==> src/rtl/phase_refresh_pkg.sv <==
package phase_refresh_pkg;
  typedef enum logic {SCAN_IDLE, SCAN_RUN} scan_state_e;
endpackage

==> src/rtl/phase_timer.sv <==
module phase_timer #(
  parameter int DIV_W      = 16,
  parameter int PH_W       = 2,
  parameter int NUM_PHASES = 4
) (
  input  logic             clk_i,
  input  logic             rst_ni,
  input  logic [DIV_W-1:0] interval_i,
  input  logic             hold_i,
  output logic             tick_o,
  output logic [PH_W-1:0]  gphase_o
);
  logic [DIV_W-1:0] cnt_q, limit;
  logic [PH_W-1:0]  gphase_q;

  assign limit    = (interval_i == '0) ? '0 : interval_i - 1'b1;
  assign tick_o   = !hold_i && (cnt_q == limit);
  assign gphase_o = gphase_q;

  always_ff @(posedge clk_i or negedge rst_ni) begin
    if (!rst_ni) begin
      cnt_q    <= '0;
      gphase_q <= '0;
    end else if (!hold_i) begin
      if (tick_o) begin
        cnt_q    <= '0;
        gphase_q <= (gphase_q == PH_W'(NUM_PHASES - 1)) ? '0 : gphase_q + 1'b1;
      end else begin
        cnt_q <= cnt_q + 1'b1;
      end
    end
  end


  gphase_hold_chk: assert property (@(posedge clk_i) disable iff (!rst_ni)
    !tick_o |=> $stable(gphase_o));
endmodule

==> src/rtl/phase_array.sv <==
module phase_array #(
  parameter int NUM_LINES = 16,
  parameter int PH_W      = 2,
  parameter int IDX_W     = 4
) (
  input  logic                             clk_i,
  input  logic                             rst_ni,
  input  logic                             acc_en_i,
  input  logic [IDX_W-1:0]                 acc_idx_i,
  input  logic                             fill_i,
  input  logic [IDX_W-1:0]                 fill_idx_i,
  input  logic                             inval_i,
  input  logic [IDX_W-1:0]                 inval_idx_i,
  input  logic [PH_W-1:0]                  gphase_i,
  output logic [NUM_LINES-1:0]             valid_o,
  output logic [NUM_LINES-1:0][PH_W-1:0]   lphase_o
);
  for (genvar i = 0; i < NUM_LINES; i++) begin : g_line
    logic stamp, set_v, clr_v;
    assign stamp = (acc_en_i && acc_idx_i == IDX_W'(i)) || (fill_i && fill_idx_i == IDX_W'(i));
    assign set_v = fill_i && fill_idx_i == IDX_W'(i);
    assign clr_v = inval_i && inval_idx_i == IDX_W'(i);

    always_ff @(posedge clk_i or negedge rst_ni) begin
      if (!rst_ni) begin
        valid_o[i]  <= 1'b0;
        lphase_o[i] <= '0;
      end else begin
        if (stamp) lphase_o[i] <= gphase_i;
        if (clr_v) valid_o[i] <= 1'b0;
        else if (set_v) valid_o[i] <= 1'b1;
      end
    end
  end


  inval_clear_chk: assert property (@(posedge clk_i) disable iff (!rst_ni)
    inval_i |=> !valid_o[$past(inval_idx_i)]);

  stamp_chk: assert property (@(posedge clk_i) disable iff (!rst_ni)
    acc_en_i |=> lphase_o[$past(acc_idx_i)] == $past(gphase_i));
endmodule

==> src/rtl/scan_ctrl.sv <==
module scan_ctrl
  import phase_refresh_pkg::*;
#(
  parameter int NUM_LINES = 16,
  parameter int PH_W      = 2,
  parameter int IDX_W     = 4
) (
  input  logic                           clk_i,
  input  logic                           rst_ni,
  input  logic                           tick_i,
  input  logic [PH_W-1:0]                gphase_i,
  input  logic [NUM_LINES-1:0]           valid_i,
  input  logic [NUM_LINES-1:0][PH_W-1:0] lphase_i,
  input  logic                           ref_ready_i,
  output logic                           busy_o,
  output logic                           ref_valid_o,
  output logic [IDX_W-1:0]               ref_idx_o
);
  scan_state_e     state_q;
  logic [IDX_W-1:0] ptr_q;
  logic             hit, advance, last;

  assign busy_o      = (state_q == SCAN_RUN);
  assign hit         = valid_i[ptr_q] && (lphase_i[ptr_q] == gphase_i);
  assign ref_valid_o = busy_o && hit;
  assign ref_idx_o   = ptr_q;
  assign advance     = busy_o && (!hit || ref_ready_i);
  assign last        = (ptr_q == IDX_W'(NUM_LINES - 1));

  always_ff @(posedge clk_i or negedge rst_ni) begin
    if (!rst_ni) begin
      state_q <= SCAN_IDLE;
      ptr_q   <= '0;
    end else if (state_q == SCAN_IDLE) begin
      if (tick_i) begin
        state_q <= SCAN_RUN;
        ptr_q   <= '0;
      end
    end else if (advance) begin
      if (last) state_q <= SCAN_IDLE;
      else      ptr_q   <= ptr_q + 1'b1;
    end
  end


  ref_hold_chk: assert property (@(posedge clk_i) disable iff (!rst_ni)
    ref_valid_o && !ref_ready_i |=> ref_valid_o && $stable(ref_idx_o));

  tick_idle_chk: assert property (@(posedge clk_i) disable iff (!rst_ni)
    tick_i |-> !busy_o);
endmodule

==> src/rtl/phase_refresh_sched.sv <==
module phase_refresh_sched #(
  parameter int NUM_LINES  = 16,
  parameter int PHASE_BITS = 2,
  parameter int DIV_W      = 16,
  localparam int IDX_W     = $clog2(NUM_LINES),
  localparam int PH_W      = (PHASE_BITS > 0) ? PHASE_BITS : 1
) (
  input  logic             clk_i,
  input  logic             rst_ni,
  input  logic [DIV_W-1:0] interval_i,
  input  logic             acc_valid_i,
  input  logic [IDX_W-1:0] acc_idx_i,
  output logic             acc_ready_o,
  input  logic             fill_i,
  input  logic [IDX_W-1:0] fill_idx_i,
  input  logic             inval_i,
  input  logic [IDX_W-1:0] inval_idx_i,
  output logic             ref_valid_o,
  output logic [IDX_W-1:0] ref_idx_o,
  input  logic             ref_ready_i,
  output logic [PH_W-1:0]  gphase_o,
  output logic             scan_busy_o
);
  localparam int NUM_PHASES = 1 << PHASE_BITS;

  logic                           tick, busy, acc_en;
  logic [PH_W-1:0]                gphase;
  logic [NUM_LINES-1:0]           valid;
  logic [NUM_LINES-1:0][PH_W-1:0] lphase;

  assign acc_ready_o = !busy;
  assign acc_en      = acc_valid_i && !busy;
  assign gphase_o    = gphase;
  assign scan_busy_o = busy;

  phase_timer #(.DIV_W(DIV_W), .PH_W(PH_W), .NUM_PHASES(NUM_PHASES)) u_timer (
    .clk_i, .rst_ni, .interval_i, .hold_i(busy), .tick_o(tick), .gphase_o(gphase)
  );

  phase_array #(.NUM_LINES(NUM_LINES), .PH_W(PH_W), .IDX_W(IDX_W)) u_array (
    .clk_i, .rst_ni, .acc_en_i(acc_en), .acc_idx_i, .fill_i, .fill_idx_i,
    .inval_i, .inval_idx_i, .gphase_i(gphase), .valid_o(valid), .lphase_o(lphase)
  );

  scan_ctrl #(.NUM_LINES(NUM_LINES), .PH_W(PH_W), .IDX_W(IDX_W)) u_scan (
    .clk_i, .rst_ni, .tick_i(tick), .gphase_i(gphase), .valid_i(valid),
    .lphase_i(lphase), .ref_ready_i, .busy_o(busy), .ref_valid_o, .ref_idx_o
  );
endmodule

==> config.mk <==
export PLATFORM = sky130hd
export DESIGN_NAME = phase_refresh_sched
export DESIGN_NICKNAME = d
export VERILOG_FILES = /design/src/rtl/phase_refresh_pkg.sv /design/src/rtl/phase_timer.sv /design/src/rtl/phase_array.sv /design/src/rtl/scan_ctrl.sv /design/src/rtl/phase_refresh_sched.sv
export SDC_FILE = /design/constraint.sdc
export NUM_CORES = 1
export LEC_CHECK = 0
export ABC_AREA = 0
export ABC_CLOCK_PERIOD_IN_PS = 5100
export BUFFER_PORTS_ARGS = -buffer_cell sky130_fd_sc_hd__buf_2
export CORE_ASPECT_RATIO = 1.25
export CORE_MARGIN = 5
export CORE_UTILIZATION = 60
export CTS_CLUSTER_DIAMETER = 30
export DETAILED_ROUTE_END_ITERATION = 12
export PLACE_DENSITY = 0.81
export SYNTH_ARGS = -nofsm -noshare
export SYNTH_HDL_FRONTEND = slang
export SYNTH_SLANG_ARGS = --single-unit
==> constraint.sdc <==
create_clock -name clk_i -period 5.1 [get_ports clk_i]
set_clock_uncertainty 0.1 [all_clocks]
set_input_delay 0.765 -clock clk_i [delete_from_list [all_inputs] [get_ports clk_i]]
set_output_delay 0.765 -clock clk_i [all_outputs]
set_load 0.05 [all_outputs]
==> results by group, run 1 <==
STA
  • Pins Over Slew Limit: 0
  • Actual slew at the worst max-slew pin: 0.916 ns
  • Tcrit/Tclk final: 80.4%
  • Final min period: about 4.1 ns
  • Final Hold Viols: 0
  • RSZ-0062 raised after global routing: false
  • Max_slew headroom: between 30% and 40%
  • # setup viols final: 0
  • Fmax: roughly 240 MHz
  • Setup TNS: 0 ns

Clock tree
  • Clk Latency, worst-skew pair: ~0.35 ns
  • CTS tree: yes
  • Clk sinks: 71
  • CTS Buf Count: 9
  • CTS H-Tree Depth: 3
  • Clk buf depth: 2
  • Worst-path clk slew: approximately 0.07 ns
  • CTS Root Buffer Type: clkbuf_8
  • Number of setup buffers added after CTS: 0
  • Cells resized by post-CTS repair: 0
  • Hold_buf cts: 0

Layout
  • Number of fillers in the final layout: ~570
  • Area growth from synthesis to final layout: 9.82%
  • Number of diodes: 0
  • Final #Nets: roughly 500
  • Multi-input gate area: roughly 2500 um2
  • Share of layout cells above drive strength 1: 24.8%
  • Register area: approximately 1800 um2

Yosys
  • Syn_nets: 466
  • Syn avg cell area: slightly above 10 um2
  • Ys Warns: 0
  • Post-synth top flop: dfrtp_1
  • Register area share after synthesis: between 40% and 50%
  • Yosys reg bits: ~70
  • Async SR Flop Fraction: 100%
  • Cell variety after synth: 63
  • Number of synthesized flops with an enable pin: 0
  • Cell Area, Synth: 4410 um2
  • Cell count after synthesis: between 400 and 500

Placed design
  • GP Congestion: just over 0.9
  • Post-DP HPWL: around 7600 um
  • PortBufs: 42

Critical path
  • Critical Path End: ref_valid_o
  • Top delay family on crit path: multiplexers
  • FF-to-FF path depth: 7
  • CP Class: reg2out
  • Cell at the slowest stage of the critical path: dfrtp_1
  • Crit path arrival time: around 3.2 ns
  • CP Launch Type: flip-flop
  • CP max stage delay: between 0.9 and 1 ns
  • CP bufs+invs: 1
  • Crit-path cells: mux4_2, mux4_2, xnor2_1, nand2_1, nor3_1, buf_2
  • Critical Path RT: approximately 4.2 ns
  • Worst Setup SP: u_scan.ref_idx_o[0]
  • Reg2reg start: u_scan.ref_idx_o[0]
  • CP endpoint kind: output port
  • Critical Path Stages: 6
  • Most common cell on crit path: mux4_2
  • R2R Path End: u_scan.ref_idx_o[0]
  • CP max FO: 19
  • R2R Setup Slk: 1.69 ns

Global routing
  • Initial antenna violation count: 0
  • Largest net degree at the start of global routing: roughly 70
  • Total gr overflow: 0
  • GR Util All Layers: a little under a quarter
  • Vias in the first global route: ~3.6k
  • First-pass GRT wire length: 17200 um

Floorplanning
  • Die Y: 106 um
  • Die X: 86.7 um
  • Core Rows: 35
  • Die ar.: between 9000 and 10000 um2
  • Core area: between 7000 and 8000 um2
  • IO Count: 43
  • Starting density of the core: roughly 61%

Min path
  • Hold Path Depth: 1
  • Hold Crit Start: u_array.valid_o[3]
  • HP Class: reg2reg

Power
  • Net Switching: 0.405 mW
  • Max VDD drop: between 0.0002 and 0.0003 V
  • Combinational Power Share: about 18%
  • Switching share of power: 28.7%
  • Flop pwr share: between 40% and 50%
  • Int Pwr: a little over 1 mW
  • Pwr/cell area: slightly below 300 nW/um2
  • Clk network pwr share: roughly a third
  • Overall Power: between 1 and 1.5 mW
  • Leakage: 2.09 nW

Detailed routing
  • Post-DRT Antenna Nets: 0
  • Drt pass-1 iters: 5
  • Vias/cell: 6.39
  • Wire per inst: around 18 um
  • Iteration-0 DRC Markers: ~230
  • Vias post-DR: 3552
  • Routed WL: roughly 10000 um
  • DRC Markers: 0

Status
  • Status: complete, no violations

Flow run
  • Max cap viols: 0
==> synth_stat cells (5+ instances only) <==
master	instances	area share [%]
nand3_1	7	0.79
nand4_1	7	0.99
nor2b_1	6	0.85
and3_1	5	0.71
mux2i_1	12	2.7
nand2b_1	8	1.1
dfrtp_1	71	40
o22a_1	9	1.8
inv_1	15	1.3
mux2_2	34	8.7
xor2_1	10	2.0
a21oi_1	13	1.5
nand2_1	20	1.7
mux4_2	10	5.1
nor4_1	7	0.99
nor3_1	14	1.6
nor2_1	51	4.3
o22ai_1	14	2.0
clkbuf_1	14	1.2
xnor2_1	19	3.8
==> worst register-to-register path, stage by stage (launching register included) <==
cell and delay, ns:
dfrtp_1 0.93, mux4_2 0.60, mux4_2 0.48, xnor2_1 0.25, nor4b_2 0.40, a31oi_1 0.14, xor2_1 0.18, a22o_1 0.21
==> area by class of cell <==
class | instances | area share [%]
Multi-Input combinational cell | 319 | 50.7
Sequential cell | 71 | 36.7
Timing Repair Buffer | 44 | 4.65
Clock buffer | 9 | 2.56
Tap cell | 92 | 2.38
Clock inverter | 6 | 1.78
Inverter | 15 | 1.16
==> power by group through the flow <==
stage | Sequential, mW | Clock, mW | Combinational (mW)
floorplan | 0.657 | 0 | 0.199
global placement | 0.686 | 0 | 0.239
detailed placement | 0.691 | 0 | 0.250
CTS | 0.680 | 0.487 | 0.251
global route | 0.690 | 0.518 | 0.278
finish | 0.682 | 0.479 | 0.251
==> flip-flops by register name, indices dropped and copies added (netlist names) <==
| name | cells |
|---|---|
| u_array.valid_o | 16 |
| u_scan.busy_o | 1 |
| u_scan.ref_idx_o | 4 |
| u_timer.gphase_o | 2 |
| u_timer.cnt_q | 16 |
| u_array.lphase_o | 32 |
==> worst min path at each step <==
| stage | end | slack (ns) |
|---|---|---|
| detailed placement | u_array.valid_o[0] | 0.39 |
| floorplan | u_array.valid_o[4] | 0.36 |
| global placement | u_array.valid_o[4] | 0.37 |
| CTS | u_array.valid_o[0] | 0.40 |
| finish | u_array.valid_o[3] | 0.40 |
| global route | u_array.lphase_o[21] | 0.42 |
==> cells by family after synthesis <==
group / synth area share, %
buffers and inverters: 3.95
muxes: 17.2
AOI/OAI and AO/OA: 12.8
adders and majority gates: 1.14
xor gates and xnor gates: 5.76
DFF: 40.3
and+or+nand+nor: 18.9
==> per-stage QoR <==
step | setup WS [ns] | utilization (%) | instances | hold slack, ns | cell area, um2
floorplan | 0.926 | - | 428 | 0.359 | 4410
global placement | 1.30 | 63.7 | 541 | 0.373 | 4630
detailed placement | 1.17 | 63.7 | 541 | 0.386 | 4630
CTS | 0.982 | 66.6 | 556 | 0.401 | 4840
global route | 0.798 | 66.6 | 556 | 0.422 | 4840
finish | 1.00 | 66.6 | 556 | 0.397 | 4840
==> cell usage in the layout, fill, tap and decap left out, types with 5 or more instances in the layout <==
cell type  count
a21oi_1       13
and3_1         5
buf_2         42
clkbuf_8       9
dfrtp_1       71
inv_1         15
mux2_2        34
mux2i_1       12
mux4_2        10
nand2_1       20
nand2b_1       8
nand3_1        7
nand4_1        7
nor2_1        51
nor2b_1        6
nor3_1        14
nor4_1         7
o22a_1         9
o22ai_1       14
xnor2_1       19
xor2_1        10
==> metal layers <==
layer  routed length (um)  global-route usage [%]  vias to the layer above
li1                     -                       -                     1662
met1                 4120                    28.8                     1729
met2                 5250                    39.7                      132
met3                  589                    4.30                       29
met4                  308                    10.8                        0
met5                    0                       0                        -
No activity file was read; power rests on OpenSTA's default activity.
==> run 2: changes to the inputs <==
--- a/config.mk
+++ b/config.mk
@@ -5,15 +5,15 @@
 export SDC_FILE = /design/constraint.sdc
 export NUM_CORES = 1
 export LEC_CHECK = 0
-export ABC_AREA = 0
-export ABC_CLOCK_PERIOD_IN_PS = 5100
+export ABC_AREA = 1
+export ABC_CLOCK_PERIOD_IN_PS = 4000
 export BUFFER_PORTS_ARGS = -buffer_cell sky130_fd_sc_hd__buf_2
 export CORE_ASPECT_RATIO = 1.25
 export CORE_MARGIN = 5
 export CORE_UTILIZATION = 60
 export CTS_CLUSTER_DIAMETER = 30
 export DETAILED_ROUTE_END_ITERATION = 12
-export PLACE_DENSITY = 0.81
+export PLACE_DENSITY = 0.8
 export SYNTH_ARGS = -nofsm -noshare
 export SYNTH_HDL_FRONTEND = slang
 export SYNTH_SLANG_ARGS = --single-unit
==> constraint.sdc (replaced) <==
create_clock -name clk_i -period 4 [get_ports clk_i]
set_clock_uncertainty 0.1 [all_clocks]
set_input_delay 0.6 -clock clk_i [delete_from_list [all_inputs] [get_ports clk_i]]
set_output_delay 0.6 -clock clk_i [all_outputs]
set_load 0.05 [all_outputs]
==> results by group, run 2 <==
Global routing
  • Initial antenna violation count: 0 (unchanged)
  • First-pass GRT wire length: 20400 um (+19%)
  • GR Util All Layers: 25.6% (+2.1 points)
  • Largest net degree at the start of global routing: 72 (unchanged)
  • Vias in the first global route: 4516 (+25%)
  • Total gr overflow: 0 (unchanged)

Clock tree
  • Worst-path clk slew: 0.07 ns (about the same)
  • CTS Root Buffer Type: clkbuf_8
  • Hold_buf cts: 0 (unchanged)
  • Clk buf depth: 2 (unchanged)
  • Clk Latency, worst-skew pair: 0.35 ns (about the same)
  • CTS H-Tree Depth: 3 (unchanged)
  • Cells resized by post-CTS repair: 0 (unchanged)
  • CTS tree: yes
  • Clk sinks: 71 (unchanged)
  • Number of setup buffers added after CTS: 0 (unchanged)
  • CTS Buf Count: 9 (unchanged)

Critical path
  • R2R Setup Slk: 1.39 ns (-0.30 ns)
  • Most common cell on crit path: nand2_1
  • CP Class: reg2out
  • Critical Path RT: 3.30 ns (-0.94 ns)
  • Crit-path cells: buf_4, inv_1, nand2_1, nand3_1, nand3_1, nand3_1, nand2_1, nand2_1, nand2_1, nor4_1, buf_2
  • CP max stage delay: 0.53 ns (-0.40 ns)
  • Crit path arrival time: 2.79 ns (-0.44 ns)
  • Cell at the slowest stage of the critical path: inv_1
  • CP Launch Type: flip-flop
  • CP endpoint kind: output port
  • FF-to-FF path depth: 16 (+9)
  • CP max FO: 30 (+11)

Yosys
  • Register area share after synthesis: 37.0% (-3.3 points)
  • Yosys reg bits: 71 (unchanged)
  • Syn_nets: 764 (+64%)
  • Number of synthesized flops with an enable pin: 0 (unchanged)
  • Async SR Flop Fraction: 100% (unchanged)
  • Cell variety after synth: 33 (-48%)
  • Top-count cell post-synth: nand2_1
  • Top post-synthesis cells by count: nand2_1, inv_1, nand3_1, nor2_1, dfrtp_1
  • Ys Warns: 0 (unchanged)
  • Top cells by area, synth: dfrtp_1, nand2_1, nand3_1
  • Syn avg cell area: 6.62 um2 (-36%)
  • Yosys top cell by area: dfrtp_1
  • Cell count after synthesis: 726 (+70%)
  • Cell Area, Synth: 4810 um2 (+9.1%)
  • Synth top area share: 37.0% (-3.3 points)
  • Post-synth top flop: dfrtp_1

Floorplanning
  • Starting density of the core: 61.7% (+1.1 points)
  • IO Count: 43 (unchanged)
  • Die Y: 110 um (+4.0%)
  • Core Rows: 36 (+2.9%)
  • Die X: 90.1 um (+3.9%)
  • Die ar.: 9910 um2 (+8.1%)
  • Core area: 7790 um2 (+7.2%)

Layout
  • Layout Cell Area excl Fill: 5230 um2 (+8.0%)
  • Number of fillers in the final layout: 710 (+24%)
  • Top Registers: u_array.lphase_o (32), u_array.valid_o (16), u_timer.cnt_q (16)
  • Most frequent cells in the layout: nand2_1, inv_1, nand3_1
  • Share of layout cells above drive strength 1: 10.3% (-14 points)
  • Max FFs per register: 32 (unchanged)
  • Largest register by flop count: u_array.lphase_o
  • Commonest non-fill, non-tap cell in the layout: nand2_1
  • Final #Nets: 804 (+61%)
  • Number of diodes: 0 (unchanged)
  • Area growth from synthesis to final layout: 8.72%

Placed design
  • Post-place instance area: 5070 um2 (+9.6%)
  • GP Congestion: 0.902 (-0.50%)
  • Post-DP HPWL: 9390 um (+24%)
  • PortBufs: 42 (unchanged)

Detailed routing
  • Post-DRT Antenna Nets: 0 (unchanged)
  • Iteration-0 DRC Markers: 354 (+55%)
  • Vias/cell: 5.52 (-14%)
  • Wire per inst: 14.2 um (-23%)
  • DRC Markers: 0 (unchanged)
  • Vias post-DR: 4762 (+34%)
  • Drt pass-1 iters: 5 (unchanged)
  • Routed WL: 12300 um (+19%)

Power
  • Pwr/cell area: 451 nW/um2 (+55%)
  • Max VDD drop: 0.000282 V (+11%)
  • Leakage: 2.75 nW (+31%)

STA
  • Pins Over Slew Limit: 0 (unchanged)
  • Max_slew headroom: 40.7% (+1.7 points)
  • Actual slew at the worst max-slew pin: 0.890 ns (-0.0259 ns)
  • Setup TNS: 0 ns (unchanged)
  • Final min period: approximately 3.5 ns
  • RSZ-0062 raised after global routing: false
  • Tcrit/Tclk final: between 80% and 90%
  • Fmax: ~290 MHz
  • # setup viols final: 0 (unchanged)
  • Final Hold Viols: 0 (unchanged)

Min path
  • HP Class: in2async

Flow run
  • Max cap viols: 0 (unchanged)

Status
  • Status: complete, no violations
==> run 2: final cells by class <==
class | count | area, um2 | area share [%]
Tap cell | 95 | 119 | 2.27
Clock inverter | 2 | 10.0 | 0.192
Clock buffer | 11 | 141 | 2.71
Sequential cell | 71 | 1780 | 34.0
Inverter | 115 | 432 | 8.26
Multi-Input combinational cell | 523 | 2510 | 48.0
Timing Repair Buffer | 46 | 240 | 4.60
==> run 2: per-layer routing <==
layer	global-route usage [%]	share of wire [%]	vias to the layer above
li1	-	-	2375
met1	28.6	39	2189
met2	46.2	51	152
met3	4.01	5.3	46
met4	15.5	4.7	0
met5	0	0	-
==> run 2: power by group <==
group | leakage (nW) | switching [mW] | internal (mW)
Combinational | 1.84 | 0.575 | 0.298
Sequential | 0.829 | 0.105 | 0.902
Clock | 0.0809 | 0.247 | 0.229
==> run 2: path summary, 6_finish.rpt <==
kind,startpoint,endpoint
min reg2reg,u_array.valid_o[6],u_array.valid_o[6]
min in group clk_i,u_array.valid_o[6],u_array.valid_o[6]
min,rst_ni,u_scan.ref_idx_o[1]
max,u_scan.ref_idx_o[0],ref_valid_o
max reg2reg,u_scan.ref_idx_o[0],u_scan.ref_idx_o[3]
max in group asynchronous,rst_ni,u_array.lphase_o[15]
==> run 2: stage by stage <==
stage          util, %  power, mW  setup slack, ns  hold WS, ns  std cells
6_report          67.1       2.36            0.507        0.335        863
5_1_grt           67.1       2.55            0.327        0.424        863
4_1_cts           67.1       2.36            0.553        0.380        863
3_5_place_dp      65.1       1.88            0.901        0.412        850
3_3_place_gp      65.1       1.84             1.00        0.411        850
2_1_floorplan        -       1.67            0.212        0.204        726
==> run 2: cell families (layout without fill, tap and decap cells) <==
logic type                 after synthesis  after routing  share of synthesized area (%)
buffers and inverters                  132            174                           10.9
adders and majority gates                4              4                           1.04
and+or+nand+nor                        427            427                           39.7
DFF                                     71             71                           37.0
AOI/OAI and AO/OA                       72             72                           7.73
xor gates and xnor gates                20             20                           3.64
==> run 2: worst max-delay path, delay by kind of cell (launching register included) <==
family,cells,cell delay [ns]
buffers and inverters,3,1.08
DFF,1,0.36
and+or+nand+nor,8,0.99
==> run 3: changes to the inputs <==
--- a/config.mk
+++ b/config.mk
@@ -5,7 +5,7 @@
 export SDC_FILE = /design/constraint.sdc
 export NUM_CORES = 1
 export LEC_CHECK = 0
-export ABC_AREA = 1
+export ABC_AREA = 0
 export ABC_CLOCK_PERIOD_IN_PS = 4000
 export BUFFER_PORTS_ARGS = -buffer_cell sky130_fd_sc_hd__buf_2
 export CORE_ASPECT_RATIO = 1.25
@@ -13,7 +13,8 @@
 export CORE_UTILIZATION = 60
 export CTS_CLUSTER_DIAMETER = 30
 export DETAILED_ROUTE_END_ITERATION = 12
-export PLACE_DENSITY = 0.8
+export GPL_TIMING_DRIVEN = 0
+export PLACE_DENSITY = 0.81
 export SYNTH_ARGS = -nofsm -noshare
 export SYNTH_HDL_FRONTEND = slang
 export SYNTH_SLANG_ARGS = --single-unit
==> results by group, run 3 (synthesis results as in run 1) <==
Flow run
  • Max cap viols: 0 (unchanged)

STA
  • Actual slew at the worst max-slew pin: 0.875 ns (-0.0154 ns)
  • Tcrit/Tclk final: 93.3% (+6.0 points)
  • Setup TNS: 0 ns (unchanged)
  • # setup viols final: 0 (unchanged)
  • RSZ-0062 raised after global routing: false
  • Fmax: 268 MHz (-6.4%)
  • Final min period: 3.73 ns (+0.240 ns)
  • Pins Over Slew Limit: 0 (unchanged)
  • Max_slew headroom: 41.7% (+1.0 points)
  • Final Hold Viols: 0 (unchanged)

Power
  • Net Switching: 0.517 mW (-44%)
  • Combinational Power Share: 18.8% (-18 points)
  • Clk network pwr share: 36.5% (+16 points)
  • Flop pwr share: 44.7% (+2.0 points)
  • Switching share of power: 27.6% (-12 points)
  • Leakage: 2.15 nW (-22%)
  • Max VDD drop: 0.000300 V (+6.2%)
  • Pwr/cell area: 378 nW/um2 (-16%)
  • Int Pwr: 1.36 mW (-5.1%)

Detailed routing
  • Wire per inst: 18.1 um (+27%)
  • Drt pass-1 iters: 5 (unchanged)
  • Vias post-DR: 3618 (-24%)
  • DRC Markers: 0 (unchanged)
  • Vias/cell: 6.29 (+14%)
  • Iteration-0 DRC Markers: 168 (-53%)
  • Routed WL: 10400 um (-15%)
  • Post-DRT Antenna Nets: 0 (unchanged)

Layout
  • Top Registers: u_array.lphase_o (32), u_array.valid_o (16), u_timer.cnt_q (16)
  • Commonest non-fill, non-tap cell in the layout: dfrtp_1
  • Share of layout cells above drive strength 1: 24.6% (+14 points)
  • Non-filler cells, final: 575 (-33%)
  • Max FFs per register: 32 (unchanged)
  • Final #Nets: 516 (-36%)
  • Number of diodes: 0 (unchanged)
  • Largest register by flop count: u_array.lphase_o
  • Area growth from synthesis to final layout: 12.6%
  • Number of fillers in the final layout: 567 (-20%)
  • Most frequent cells in the layout: dfrtp_1, nor2_1, buf_2
  • Multi-input gate area: 2460 um2 (-1.8%)
  • Register area: 1780 um2 (unchanged)

Clock tree
  • Clk sinks: 71 (unchanged)
  • Clk buf depth: 2 (unchanged)
  • CTS H-Tree Depth: 3 (unchanged)
  • CTS Buf Count: 9 (unchanged)
  • Clk Latency, worst-skew pair: 0.35 ns (about the same)
  • CTS Root Buffer Type: clkbuf_8
  • Hold_buf cts: 0 (unchanged)
  • Cells resized by post-CTS repair: 0 (unchanged)
  • Number of setup buffers added after CTS: 0 (unchanged)
  • Worst-path clk slew: 0.08 ns (about the same)
  • CTS tree: yes

Critical path
  • Reg2reg start: u_scan.ref_idx_o[1]
  • Crit path arrival time: 3.03 ns (+0.24 ns)
  • CP endpoint kind: output port
  • CP max FO: 10 (-67%)
  • CP bufs+invs: 3 (unchanged)
  • R2R Setup Slk: 0.71 ns (-0.68 ns)
  • R2R Path End: u_scan.ref_idx_o[0]
  • CP Class: reg2out
  • Worst Setup SP: u_scan.ref_idx_o[1]
  • Critical Path Stages: 7 (-4)
  • CP max stage delay: 0.55 ns (+0.02 ns)
  • CP Launch Type: flip-flop
  • Top delay family on crit path: buffers and inverters
  • Critical Path End: ref_valid_o
  • Cell at the slowest stage of the critical path: buf_1
  • Critical Path RT: 3.30 ns (about the same)
  • FF-to-FF path depth: 9 (-7)
  • Crit-path cells: buf_2, buf_1, a2111oi_0, a2111oi_0, a221oi_1, nor3_2, buf_2

Floorplanning
  • Die ar.: 9170 um2 (-7.5%)
  • IO Count: 43 (unchanged)
  • Starting density of the core: 60.6% (-1.1 points)
  • Die X: 86.7 um (-3.8%)
  • Core Rows: 35 (-2.8%)
  • Core area: 7270 um2 (-6.7%)
  • Die Y: 106 um (-3.9%)

Status
  • Status: complete, no violations

Placed design
  • PortBufs: 39 (-7.1%)
  • Post-DP HPWL: 7930 um (-16%)
  • Post-Place Cells: 559 (-34%)
  • GP Congestion: 0.887 (-1.6%)

Min path
  • HP Class: in2async

Global routing
  • Largest net degree at the start of global routing: 72 (unchanged)
  • Initial antenna violation count: 0 (unchanged)
  • Total gr overflow: 0 (unchanged)
  • GR Util All Layers: 23.7% (-1.9 points)
  • Vias in the first global route: 3614 (-20%)
  • First-pass GRT wire length: 17100 um (-16%)
-- run 3: worst min-delay path by stage --
stage,endpoint,start,slack [ns],depth (start not counted)
2_1_floorplan,u_array.lphase_o[0],rst_ni,0.20,0
3_3_place_gp,u_array.valid_o[4],u_array.valid_o[4],0.37,1
3_5_place_dp,u_array.valid_o[4],u_array.valid_o[4],0.38,1
4_1_cts,u_timer.cnt_q[5],rst_ni,0.29,1
5_1_grt,u_timer.cnt_q[4],rst_ni,0.32,1
6_report,u_timer.cnt_q[5],rst_ni,0.25,1
-- run 3: layout make-up --
class / instances / area share (%)
multi-input cells: 319 / 49.6
flip-flops and latches: 71 / 35.8
repair buffers: 39 / 3.98
clock buffers: 10 / 2.57
plain buffers: 23 / 2.37
well taps: 92 / 2.32
clock inverters: 6 / 2.19
inverters: 15 / 1.13
-- run 3: per-stage QoR --
stage                     setup WS, ns  util (%)  total power, mW  hold slack (ns)  instance area (um2)
final                            0.267      68.2             1.87            0.254                 4960
after global routing             0.159      68.2             1.96            0.319                 4960
after CTS                        0.300      68.2             1.88            0.295                 4960
after detailed placement         0.424      65.0             1.20            0.377                 4720
after global placement           0.457      65.0             1.18            0.371                 4720
after floorplan                  0.406         -             1.09            0.204                 4410
-- run 3: power groups by stage --
stage	clock [mW]	sequential, mW	combinational [mW]
CTS	0.691	0.836	0.353
detailed placement	0	0.850	0.350
global placement	0	0.845	0.336
finish	0.684	0.837	0.352
global route	0.727	0.843	0.394
floorplan	0	0.837	0.254
-- run 3: per-layer routing --
layer / vias up / track usage, % / wire, um
li1: 1695 / - / -
met1: 1752 / 26.9 / 3970
met2: 139 / 42.7 / 5520
met3: 32 / 4.30 / 600
met4: 0 / 10.2 / 310
met5: - / 0 / 0
